## src/rtl/dts_pkg.sv

```systemverilog
package dts_pkg;

    localparam int NUM_ARMED = 3;
    localparam int CFG_FLD_W = 2;

    typedef enum logic [2:0] {
        ST_IDLE  = 3'd0,
        ST_ARM1  = 3'd1,
        ST_ARM2  = 3'd2,
        ST_ARM3  = 3'd3,
        ST_FINAL = 3'd4
    } seq_state_t;

    function automatic seq_state_t code_to_state(input logic [CFG_FLD_W-1:0] code);
        seq_state_t s;
        case (code)
            2'd0:    s = ST_ARM1;
            2'd1:    s = ST_ARM2;
            2'd2:    s = ST_ARM3;
            default: s = ST_FINAL;
        endcase
        return s;
    endfunction

endpackage

```

## src/rtl/dts_force_pipe.sv

```systemverilog
module dts_force_pipe #(
    parameter int W      = 3,
    parameter int STAGES = 2
) (
    input  logic         clk,
    input  logic         rst_n,
    input  logic         flush,
    input  logic [W-1:0] din,
    output logic [W-1:0] dout
);

    logic [STAGES-1:0][W-1:0] stg;

    always_ff @(posedge clk or negedge rst_n) begin
        if (!rst_n) begin
            stg <= '0;
        end else if (flush) begin
            stg <= '0;
        end else begin
            stg[0] <= din;
            for (int i = 1; i < STAGES; i++) begin
                stg[i] <= stg[i-1];
            end
        end
    end

    assign dout = stg[STAGES-1];

    // a flush leaves no pending forced match
    a_r2_flush_empties: assert property (@(posedge clk) disable iff (!rst_n)
        flush |=> (dout == '0))
        else $error("forced delay line not emptied by flush");

endmodule

```

## src/rtl/dts_tag_fifo.sv

```systemverilog
module dts_tag_fifo #(
    parameter int W     = 3,
    parameter int DEPTH = 4
) (
    input  logic         clk,
    input  logic         rst_n,
    input  logic         flush,
    input  logic         push,
    input  logic [W-1:0] push_data,
    input  logic         pop,
    output logic         pop_valid,
    output logic [W-1:0] pop_data
);

    localparam int PW    = (DEPTH > 1) ? $clog2(DEPTH) : 1;
    localparam int CW    = $clog2(DEPTH + 1);
    localparam logic [CW-1:0] FULL_CNT = CW'(DEPTH);
    localparam logic [PW-1:0] LAST_PTR = PW'(DEPTH - 1);

    logic [W-1:0]  slot [DEPTH];
    logic [PW-1:0] rd_ptr;
    logic [PW-1:0] wr_ptr;
    logic [CW-1:0] count;
    logic          do_pop;
    logic          do_push;

    function automatic logic [PW-1:0] bump(input logic [PW-1:0] p);
        return (p == LAST_PTR) ? '0 : p + PW'(1);
    endfunction

    assign do_pop    = pop && (count != '0);
    assign do_push   = push && ((count != FULL_CNT) || do_pop);
    assign pop_valid = do_pop;
    assign pop_data  = slot[rd_ptr];

    always_ff @(posedge clk or negedge rst_n) begin
        if (!rst_n) begin
            rd_ptr <= '0;
            wr_ptr <= '0;
            count  <= '0;
        end else if (flush) begin
            rd_ptr <= '0;
            wr_ptr <= '0;
            count  <= '0;
        end else begin
            if (do_pop) begin
                rd_ptr <= bump(rd_ptr);
            end
            if (do_push) begin
                wr_ptr <= bump(wr_ptr);
            end
            case ({do_push, do_pop})
                2'b10:   count <= count + CW'(1);
                2'b01:   count <= count - CW'(1);
                default: count <= count;
            endcase
        end
    end

    always_ff @(posedge clk or negedge rst_n) begin
        if (!rst_n) begin
            for (int i = 0; i < DEPTH; i++) begin
                slot[i] <= '0;
            end
        end else if (do_push && !flush) begin
            slot[wr_ptr] <= push_data;
        end
    end

    // occupancy never exceeds the slot count
    a_r8_count_bound: assert property (@(posedge clk) disable iff (!rst_n)
        count <= FULL_CNT)
        else $error("tag queue occupancy above depth");

    // a fetch into a full queue without a pop is dropped
    a_r8_full_drop: assert property (@(posedge clk) disable iff (!rst_n)
        (count == FULL_CNT && push && !pop && !flush) |=> (count == FULL_CNT))
        else $error("full tag queue changed occupancy on push");

    // an execute strobe on an empty queue removes nothing
    a_r7_empty_pop: assert property (@(posedge clk) disable iff (!rst_n)
        (count == '0 && pop && !push && !flush) |=> (count == '0))
        else $error("empty tag queue changed on pop");

endmodule

```

## src/rtl/dts_prio_pick.sv

```systemverilog
module dts_prio_pick #(
    parameter int W  = 3,
    parameter int IW = 2
) (
    input  logic [W-1:0]  req,
    output logic          any,
    output logic [W-1:0]  grant,
    output logic [IW-1:0] idx
);

    logic [W:0] seen;

    assign seen[0] = 1'b0;

    for (genvar i = 0; i < W; i++) begin : g_chain
        assign grant[i]  = req[i] & ~seen[i];
        assign seen[i+1] = seen[i] | req[i];
    end

    assign any = seen[W];

    always_comb begin
        idx = '0;
        for (int i = W - 1; i >= 0; i--) begin
            if (req[i]) begin
                idx = IW'(i);
            end
        end
    end

endmodule

```

## src/rtl/dbg_trig_seq.sv

```systemverilog
module dbg_trig_seq #(
    parameter int NUM_CH       = 3,
    parameter int TAGQ_DEPTH   = 4,
    parameter int FORCE_STAGES = 2
) (
    input  logic                                         clk,
    input  logic                                         rst_n,
    input  logic                                         arm,
    input  logic [NUM_CH-1:0]                            ch_match,
    input  logic [NUM_CH-1:0]                            ch_tag_mode,
    input  logic                                         fetch_valid,
    input  logic                                         exec_strobe,
    input  logic                                         sw_trig,
    input  logic                                         end_align,
    input  logic [dts_pkg::NUM_ARMED*NUM_CH*dts_pkg::CFG_FLD_W-1:0] next_cfg,
    output logic [2:0]                                   seq_state,
    output logic [NUM_CH-1:0]                            hit_flags,
    output logic [NUM_CH-1:0]                            tag_attach,
    output logic                                         brk_req
);
    import dts_pkg::*;

    localparam int CH_IW = (NUM_CH > 1) ? $clog2(NUM_CH) : 1;

    seq_state_t state;
    seq_state_t nxt;
    logic       armed;
    logic [1:0] st_idx;

    logic [CFG_FLD_W-1:0] cfg_fld [NUM_ARMED][NUM_CH];

    for (genvar s = 0; s < NUM_ARMED; s++) begin : g_cfg_s
        for (genvar c = 0; c < NUM_CH; c++) begin : g_cfg_c
            assign cfg_fld[s][c] = next_cfg[(s*NUM_CH + c)*CFG_FLD_W +: CFG_FLD_W];
        end
    end

    assign armed  = (state == ST_ARM1) || (state == ST_ARM2) || (state == ST_ARM3);
    assign st_idx = state[1:0] - 2'd1;

    // forced path
    logic [NUM_CH-1:0] forced_in;
    logic [NUM_CH-1:0] forced_due;

    assign forced_in = ch_match & ~ch_tag_mode;

    dts_force_pipe #(.W(NUM_CH), .STAGES(FORCE_STAGES)) u_fpipe (
        .clk   (clk),
        .rst_n (rst_n),
        .flush (arm),
        .din   (forced_in),
        .dout  (forced_due)
    );

    // tagged path
    logic              q_valid;
    logic [NUM_CH-1:0] q_data;
    logic [NUM_CH-1:0] tag_due;

    assign tag_attach = (fetch_valid && armed) ? (ch_match & ch_tag_mode) : '0;

    dts_tag_fifo #(.W(NUM_CH), .DEPTH(TAGQ_DEPTH)) u_tagq (
        .clk       (clk),
        .rst_n     (rst_n),
        .flush     (arm),
        .push      (fetch_valid && armed),
        .push_data (tag_attach),
        .pop       (exec_strobe),
        .pop_valid (q_valid),
        .pop_data  (q_data)
    );

    assign tag_due = q_valid ? q_data : '0;

    logic              t_any, f_any;
    logic [NUM_CH-1:0] t_grant, f_grant;
    logic [CH_IW-1:0]  t_idx, f_idx;

    dts_prio_pick #(.W(NUM_CH), .IW(CH_IW)) u_tpick (
        .req   (tag_due),
        .any   (t_any),
        .grant (t_grant),
        .idx   (t_idx)
    );

    dts_prio_pick #(.W(NUM_CH), .IW(CH_IW)) u_fpick (
        .req   (forced_due),
        .any   (f_any),
        .grant (f_grant),
        .idx   (f_idx)
    );

    // next-state decision
    logic [NUM_CH-1:0] flag_set;
    logic              brk_set;

    always_comb begin
        nxt      = state;
        flag_set = '0;
        brk_set  = 1'b0;
        if (arm) begin
            nxt = ST_ARM1;
        end else begin
            unique case (state)
                ST_IDLE: begin
                    nxt = ST_IDLE;
                end
                ST_ARM1, ST_ARM2, ST_ARM3: begin
                    if (sw_trig) begin
                        if (end_align) begin
                            nxt     = ST_IDLE;
                            brk_set = 1'b1;
                        end else begin
                            nxt = ST_FINAL;
                        end
                    end else if (t_any) begin
                        nxt      = code_to_state(cfg_fld[st_idx][t_idx]);
                        flag_set = t_grant;
                    end else if (f_any) begin
                        nxt      = code_to_state(cfg_fld[st_idx][f_idx]);
                        flag_set = f_grant;
                    end
                end
                ST_FINAL: begin
                    if (sw_trig && end_align) begin
                        nxt     = ST_IDLE;
                        brk_set = 1'b1;
                    end
                end
                default: begin
                    nxt = ST_IDLE;
                end
            endcase
        end
    end

    // state register
    always_ff @(posedge clk or negedge rst_n) begin
        if (!rst_n) begin
            state <= ST_IDLE;
        end else begin
            state <= nxt;
        end
    end

    // output register
    always_ff @(posedge clk or negedge rst_n) begin
        if (!rst_n) begin
            hit_flags <= '0;
            brk_req   <= 1'b0;
        end else begin
            hit_flags <= arm ? '0 : (hit_flags | flag_set);
            brk_req   <= brk_set;
        end
    end

    assign seq_state = state;

    // disarmed state is left only by arming
    a_r3_idle_holds: assert property (@(posedge clk) disable iff (!rst_n)
        (state == ST_IDLE && !arm) |=> (state == ST_IDLE && $stable(hit_flags) && !brk_req))
        else $error("disarmed state reacted to stimulus");

    // final state ignores hits
    a_r3_final_holds: assert property (@(posedge clk) disable iff (!rst_n)
        (state == ST_FINAL && !arm && !(sw_trig && end_align)) |=> (state == ST_FINAL && $stable(hit_flags)))
        else $error("final state reacted to a hit");

    // arming lands in Armed-1 with flags cleared
    a_r2_arm_enters: assert property (@(posedge clk) disable iff (!rst_n)
        arm |=> (state == ST_ARM1 && hit_flags == '0 && !brk_req))
        else $error("arm did not restart the sequencer");

    // begin-aligned trigger reaches Final
    a_r11_begin_trig: assert property (@(posedge clk) disable iff (!rst_n)
        (!arm && sw_trig && !end_align && state != ST_IDLE) |=> (state == ST_FINAL))
        else $error("begin-aligned trigger missed Final");

    // end-aligned trigger disarms and requests a break
    a_r12_end_trig: assert property (@(posedge clk) disable iff (!rst_n)
        (!arm && sw_trig && end_align && state != ST_IDLE) |=> (state == ST_IDLE && brk_req))
        else $error("end-aligned trigger did not disarm with break");

    // the breakpoint request is a single-cycle pulse
    a_r12_brk_pulse: assert property (@(posedge clk) disable iff (!rst_n)
        brk_req |=> !brk_req)
        else $error("breakpoint request held longer than a cycle");

    // flags only accumulate between arms
    a_r13_flags_sticky: assert property (@(posedge clk) disable iff (!rst_n)
        !arm |=> ((hit_flags & $past(hit_flags)) == $past(hit_flags)))
        else $error("hit flag dropped without arm");

    // at most one channel flag is added per transition
    a_r9_single_flag: assert property (@(posedge clk) disable iff (!rst_n)
        $onehot0(flag_set))
        else $error("more than one channel won a transition");

endmodule

```

## config.mk

```make
export PLATFORM = sky130hd
export DESIGN_NAME = dbg_trig_seq
export DESIGN_NICKNAME = d
export VERILOG_FILES = /design/src/rtl/dts_pkg.sv /design/src/rtl/dts_force_pipe.sv /design/src/rtl/dts_tag_fifo.sv /design/src/rtl/dts_prio_pick.sv /design/src/rtl/dbg_trig_seq.sv
export SDC_FILE = /design/constraint.sdc
export NUM_CORES = 1
export LEC_CHECK = 0
export BUFFER_PORTS_ARGS = -buffer_cell sky130_fd_sc_hd__buf_2
export CAP_MARGIN = 10
export CORE_MARGIN = 1
export CORE_UTILIZATION = 56
export CTS_CLUSTER_DIAMETER = 60
export DETAILED_ROUTE_END_ITERATION = 8
export PLACE_DENSITY_LB_ADDON = 0.05
export SYNTH_ARGS = -nofsm -noshare
export SYNTH_HDL_FRONTEND = slang
export SYNTH_HIERARCHICAL = 1
export SYNTH_SLANG_ARGS = --single-unit
export TNS_END_PERCENT = 10
```

## constraint.sdc

```tcl
create_clock -name clk -period 4.3 [get_ports clk]
set_input_delay 0 -clock clk [delete_from_list [all_inputs] [get_ports clk]]
set_output_delay 0 -clock clk [all_outputs]
set_load 0.05 [all_outputs]
```

==> metrics.txt, run 1 <==
routed wire length 4.859 mm; WHS Endpoint brk_req$_DFF_PN0_; sequential element share of the synthesized area 0.3589; Int Pwr 0.5441 mW; Crit path top cell by count o31ai_1; number of top-level pins between 40 and 50; Tightest Pin Transition 0.8518 ns; critical path peak fanout 9; DR WL/cell 16.31 µm; setup TNS 0 ns; antenna violations before repair 0; worst skew pair latency 0.29 ns; antenna viol nets, final 0; DIE HEIGHT 65.12 µm; global routing's busiest layer met2; peak supply drop 0.0002446 V; RSZ-0062 raised after global routing false; final max-slew violation count 0; GR Layer Usage met2 0.4792; CP Data Arrival Time 3.70 ns; DIE WIDTH roughly 65 µm; Worst path max stage delay 0.62 ns; Synth Area in Simple Gates 0.2266; Initial Util 0.5959; Netlist Area Pre-Place 2231 µm²; Seq pwr share 0.424; Rel. slew slack 0.4321; first drt pass iteration count 4; R2R setup slack 0.78 ns; Via density 5.846; CTS root buffer clkbuf_8; sw frac 0.3481; largest net degree at the start of global routing 33; FP Rows 22; share of cells above drive strength 1 0.2440; NetSw 0.2905 mW; global placement routability congestion a little under 0.9; Ys Warns 6; Gate power share 0.302; area share of fa/ha/maj cells after synthesis 0.07067; R2R cell count 10; Yosys top cell by area dfrtp_1; worst r2r src u_tagq/count[0]$_DFFE_PN0P_; FMAX 0.2842 GHz; DRC viols 0; global routing usage on met1 0.3000; Antenna Diode Count 0; CTS H-Tree Depth 2; Synth async-reset ratio 1.000; reg2reg end seq_state[1]$_DFFE_PN0P_; top cell type's share of synthesized area 0.3589; Final period util 0.8182; startpoint type of the worst setup path flip-flop; gr ovfl total 0; Power, Total 0.8346 mW; Gate Count Post-Synth 210; Worst path slowest cell o31ai_1; Max-cap violations 0; dominant combinational cell family by area after synthesis simple AND/OR/NAND/NOR gates; M3 GR Usage 0.04861; Yosys cell types 52; clock power share 0.274; vias in the first global route approximately 1700; first-pass GRT wire length 8.176 mm; clock sinks 32; maximum buffer depth of the clock tree 2; P per Cell Area 329.2 nW/µm²; synthesized net count 253; # Post-CTS Setup Buffers 0; Top FF cell, synth dfrtp_1; Post-synth EDFFs 0; CTS tree done; GRT Overall Usage 0.2589; TritonCTS Buffers 5; Syn-to-layout area delta 13.63%; CP Data Required Time 4.48 ns; hpwl dp approximately 3.6 mm; clk slew on worst S/H paths 0.07 ns; mux share of post-synthesis cell area 0.1554; final setup vio count 0; number of I/O port buffers 40; minimum clock period roughly 3.5 ns; Top Family by Delay on Critical Path compound AO/OA/AOI/OAI gates; xor/xnor share of the synthesized area 0.007852; CP cell instances o31ai_1 > inv_1 > and2_1 > nor3b_1 > mux4_1 > o21ai_0 > ha_1 > mux2i_1 > o31ai_1 > a32o_1; Min-Delay Path Class in2reg; status complete, no violations; Pleak 1.238 nW; syn_area_per_cell 10.62 µm²; final hold vios 0; type of the worst setup path reg2reg; worst hold path depth 3; CP endpoint kind flip-flop; Hold Path Origin sw_trig; top cells by area, synth dfrtp_1 (36%), ha_1 (6.2%), mux2_1 (6.1%); Vias 1742; worst path bufs/invs 1; Compound-Gate Fraction of Synth Area 0.1217; nets@finish 292; core area 3744 µm²; DRT iter0 DRCs 83; die area about 4200 µm²; worst clock skew 0.005851 ns; synthesis-stage register bit count 32
[worst max path at each step]
stage	endpoint	cells past startpoint	start	slack (ns)
after CTS	seq_state[1]$_DFFE_PN0P_	10	u_tagq/count[0]$_DFFE_PN0P_	0.80
after global placement	seq_state[1]$_DFFE_PN0P_	10	u_tagq/count[0]$_DFFE_PN0P_	1.05
after global routing	seq_state[1]$_DFFE_PN0P_	10	u_tagq/count[0]$_DFFE_PN0P_	0.46
after floorplan	u_tagq/count[2]$_DFFE_PN0P_	11	seq_state[0]$_DFFE_PN0P_	1.17
after detailed placement	seq_state[1]$_DFFE_PN0P_	10	u_tagq/count[0]$_DFFE_PN0P_	0.82
final	seq_state[1]$_DFFE_PN0P_	10	u_tagq/count[0]$_DFFE_PN0P_	0.78
[metrics by stage]
step | cell area (µm²) | setup WS, ns | hold WS [ns] | cells | util
after detailed placement | 2397 | 0.8203 | 0.09564 | 285 | 0.6404
after global routing | 2535 | 0.4595 | 0.07012 | 298 | 0.6771
after CTS | 2535 | 0.7993 | 0.03162 | 298 | 0.6771
after floorplan | 2231 | 1.168 | -0.2956 | 210 | -
after global placement | 2397 | 1.047 | 0.08210 | 285 | 0.6404
final | 2535 | 0.7818 | 0.04620 | 298 | 0.6771
[final cells by class]
class / count / area (µm²)
fill: 300 / 1209
sequential: 32 / 800.8
inverter: 10 / 37.54
clock buffer: 5 / 68.82
clock inverter: 3 / 18.77
tap: 48 / 60.06
timing repair buffer: 45 / 250.2
multi-input combinational: 155 / 1299
[synth_stat cells, drive strengths merged (2+ instances only)]
cell      n
dfrtp    32
mux2     13
nor2     13
a21oi    12
buf      12
nor2b    12
ha       11
inv      10
nand2    10
mux2i     8
o21ai     6
and2      5
mux4      5
nand4b    5
nor3      5
o2111ai   5
nor3b     4
or3       4
and3      3
nand3     3
a22o      2
a31oi     2
and2b     2
and3b     2
o2bb2ai   2
o31ai     2
[repair_timing]
item,CTS,global route
resized for setup,0,0
hold buffers,5,0
hold endpoints to repair,36,0
[registers in the layout, indices dropped and copies added (netlist names)]
signal	flops
brk_req	1
hit_flags	3
seq_state	3
u_fpipe/dout	3
u_fpipe/stg	3
u_tagq/count	3
u_tagq/rd_ptr	2
u_tagq/slot	12
u_tagq/wr_ptr	2
[layer usage]
metal  part of all wire  up-vias
met1               0.41      846
met2               0.54       46
met4              0.013        0
met5                  0        -
met3              0.035        7
li1                   -      843
[power by group through the flow]
stage	Combinational (mW)	Sequential, mW	Clock, mW
after floorplan	0.182	0.363	0
after global placement	0.240	0.355	0
after detailed placement	0.246	0.359	0
after CTS	0.252	0.353	0.236
after global routing	0.278	0.359	0.246
final	0.252	0.354	0.229
[layout by cell type (no fill, tap or decap), drive strengths merged, types with 3 or more instances in the layout]
cell type / netlist / routed
nor2: 13 / 13
buf: 12 / 40
dfrtp: 32 / 32
clkbuf: 1 / 5
a21oi: 12 / 12
nor2b: 12 / 12
nor3b: 4 / 4
clkinv: 0 / 3
ha: 11 / 11
inv: 10 / 10
mux2i: 8 / 8
o21ai: 6 / 6
or3: 4 / 4
mux4: 5 / 5
nand2: 10 / 10
and2: 5 / 5
nand4b: 5 / 5
o2111ai: 5 / 5
and3: 3 / 3
dlygate4sd3: 0 / 5
nor3: 5 / 5
mux2: 13 / 13
nand3: 3 / 3
[kinds of logic (layout without fill, tap and decap cells)]
kind of cell,Yosys count,after routing
compound gates,40,40
simple gates,75,75
mux,26,26
buf+inv,23,63
flops,32,32
fa+ha+maj,12,12
xor+xnor,2,2
[worst register-to-register path, stage by stage, from the launching register on]
cell	delay, ns
dfrtp_1	0.49
o31ai_1	0.62
inv_1	0.12
and2_1	0.21
nor3b_1	0.59
mux4_1	0.43
o21ai_0	0.21
ha_1	0.26
mux2i_1	0.14
o31ai_1	0.09
a32o_1	0.26
(Power assumes the default switching activity.)
==> run 2, diff against run 1 <==
CORE_UTILIZATION = 50   (was 56)
clock period = 3.15 ns   (was 4.3 ns; I/O delays follow)
==> run 2 against run 1 <==
First-iteration DRC count down 18%; fmax up 21%; final area up 1.6%; die area up 12%; final cell count up 2.0%; non-clock buffer count up 4; critical path type unchanged; largest cell class unchanged.
==> metrics.txt, run 2 (synthesis results as in run 1) <==
CTS tree done; Largest Register u_tagq/slot; DIE WIDTH 68.80 µm (+5.7%); TritonCTS Buffers 5 (unchanged); Max-cap violations 0 (unchanged); R2R setup slack 0.25 ns (-0.53 ns); Tightest Pin Transition 0.7568 ns (-0.09508 ns); DRT iter0 DRCs 68 (-18%); GRT Overall Usage 0.2432 (-0.01568); Largest register FFs 12 (unchanged); Rel. slew slack 0.4916 (+0.05950); final setup vio count 0 (unchanged); final hold vios 0 (unchanged); crit path launch u_tagq/rd_ptr[0]$_DFFE_PN0P_; CTS H-Tree Depth 2 (unchanged); Via density 5.984 (+2.4%); worst path bufs/invs 1 (unchanged); Pleak 1.260 nW (+1.8%); DR WL/cell 16.66 µm (+2.2%); type of the worst setup path reg2reg; die area 4733 µm² (+12%); core area 4144 µm² (+11%); CTS root buffer clkbuf_8; global placement routability congestion 0.9487 (+6.0%); number of I/O port buffers 40 (unchanged); Vias 1819 (+4.4%); DIE HEIGHT 68.80 µm (+5.7%); hpwl dp 3.831 mm (+5.5%); Antenna Diode Count 0 (unchanged); nets@finish 296 (+1.4%); minimum clock period 2.899 ns (-0.6193 ns); FP Rows 23 (+4.5%); CP cell instances mux4_2 > and2_1 > nor3b_2 > buf_4 > a2bb2oi_1 > o21ai_0 > ha_1 > mux2i_1 > o31ai_1 > a32o_1; Initial Util 0.5383 (-0.05758); FMAX 0.3450 GHz (+21%); worst skew pair latency 0.28 ns (about the same); FILL cells 354 (+18%); DP Cell Count 292 (+2.5%); gr ovfl total 0 (unchanged); R2R cell count 10 (unchanged); post-route insts no fill 304 (+2.0%); clock sinks 32 (unchanged); setup TNS 0 ns (unchanged); reg2reg end seq_state[1]$_DFFE_PN0P_; Syn-to-layout area delta 15.48%; worst hold path depth 3 (unchanged); Final period util 0.9203 (+0.1021); first drt pass iteration count 5 (+1); antenna violations before repair 0 (unchanged); largest net degree at the start of global routing 33 (unchanged); startpoint type of the worst setup path flip-flop; commonest non-fill, non-tap cells in the layout buf_2 (40), dfrtp_1 (31), nor2_1 (13); RSZ-0062 raised after global routing false; Hold Path Origin end_align; first-pass GRT wire length 8.328 mm (+1.9%); vias in the first global route 1798 (+4.2%); CP Data Arrival Time 3.07 ns (-0.63 ns); worst r2r src u_tagq/rd_ptr[0]$_DFFE_PN0P_; routed wire length 5.064 mm (+4.2%); Min-Delay Path Class in2reg; fin worst setup slack 0.2511 ns (-0.5307 ns); Core Util, Final 0.6217 (-0.05546); worst clock skew 0.005428 ns (-0.0004229 ns); P per Cell Area 449.1 nW/µm² (+36%); CP endpoint kind flip-flop; Worst path max stage delay 0.50 ns (-0.12 ns); final max-slew violation count 0 (unchanged); status complete, no violations; CP Data Required Time 3.32 ns (-1.16 ns); Top Family by Delay on Critical Path compound AO/OA/AOI/OAI gates; maximum buffer depth of the clock tree 2 (unchanged); WHS Endpoint brk_req$_DFF_PN0_; share of cells above drive strength 1 0.2717 (+0.02765); peak supply drop 0.0003000 V (+23%); clk slew on worst S/H paths 0.07 ns (about the same); commonest non-fill, non-tap cell in the layout buf_2; DRC viols 0 (unchanged); Worst path slowest cell mux4_2; number of top-level pins 41 (unchanged); antenna viol nets, final 0 (unchanged); Place WS 0.09372 ns (-0.7265 ns); critical path peak fanout 6 (-3)
-- run 2: cell types whose count changed in the layout (fill, tap and decap cells not counted), sizes merged --
cell | before | now
buf | 40 | 45
dlygate4sd3 | 5 | 4
-- run 2: power by group --
part           internal [mW]  leakage (nW)  switching [mW]
Combinational          0.157         0.776           0.208
Sequential             0.443         0.436          0.0334
Clock                  0.154        0.0479           0.161
Total                  0.754          1.26           0.403
-- run 2: area by class of cell --
class | instances | area (µm²) | area share
inverter | 10 | 37.54 | 0.01457
tap | 50 | 62.56 | 0.02428
sequential | 32 | 802.0 | 0.3113
timing repair buffer | 49 | 277.8 | 0.1078
clock buffer | 5 | 68.82 | 0.02671
clock inverter | 3 | 18.77 | 0.007285
multi-input combinational | 155 | 1309 | 0.5080
-- run 2: through the flow --
step	hold WS (ns)	area (µm²)	power, mW
4_1_cts	0.02858	2565	1.162
3_5_place_dp	0.1064	2437	0.8426
5_1_grt	0.04309	2576	1.229
2_1_floorplan	-0.2956	2231	0.7434
3_3_place_gp	0.09259	2437	0.8281
6_report	0.03684	2576	1.157
-- run 2: how the worst max path moves through the flow --
stage,to,cells after the start,slack [ns]
after floorplan,u_tagq/count[2]$_DFFE_PN0P_,11,0.02
after global placement,seq_state[1]$_DFFE_PN0P_,9,0.28
after detailed placement,seq_state[1]$_DFFE_PN0P_,10,0.09
after CTS,seq_state[1]$_DFFE_PN0P_,10,0.07
after global routing,seq_state[1]$_DFFE_PN0P_,10,0.03
final,seq_state[1]$_DFFE_PN0P_,10,0.25
-- run 2: worst reg2reg max path, cell delays in order (launching register included) --
cell and delay (ns):
dfrtp_2 0.44, mux4_2 0.50, and2_1 0.22, nor3b_2 0.27
buf_4 0.17, a2bb2oi_1 0.22, o21ai_0 0.14, ha_1 0.30
mux2i_1 0.15, o31ai_1 0.10, a32o_1 0.27
-- run 2: timing repair --
action                     in CTS  in global routing
hold buffers                    4                  0
hold endpoints to repair       35                  0
setup endpoints to repair       0                  2
buffers inserted                0                  0
resized for setup               0                  3
-- run 2: layer usage --
| layer | GRT usage | share of wire | up-vias |
|---|---|---|---|
| li1 | - | - | 853 |
| met1 | 0.2775 | 0.41 | 897 |
| met2 | 0.4534 | 0.53 | 63 |
| met3 | 0.05099 | 0.046 | 6 |
| met4 | 0.06888 | 0.011 | 0 |
| met5 | 0 | 0 | - |
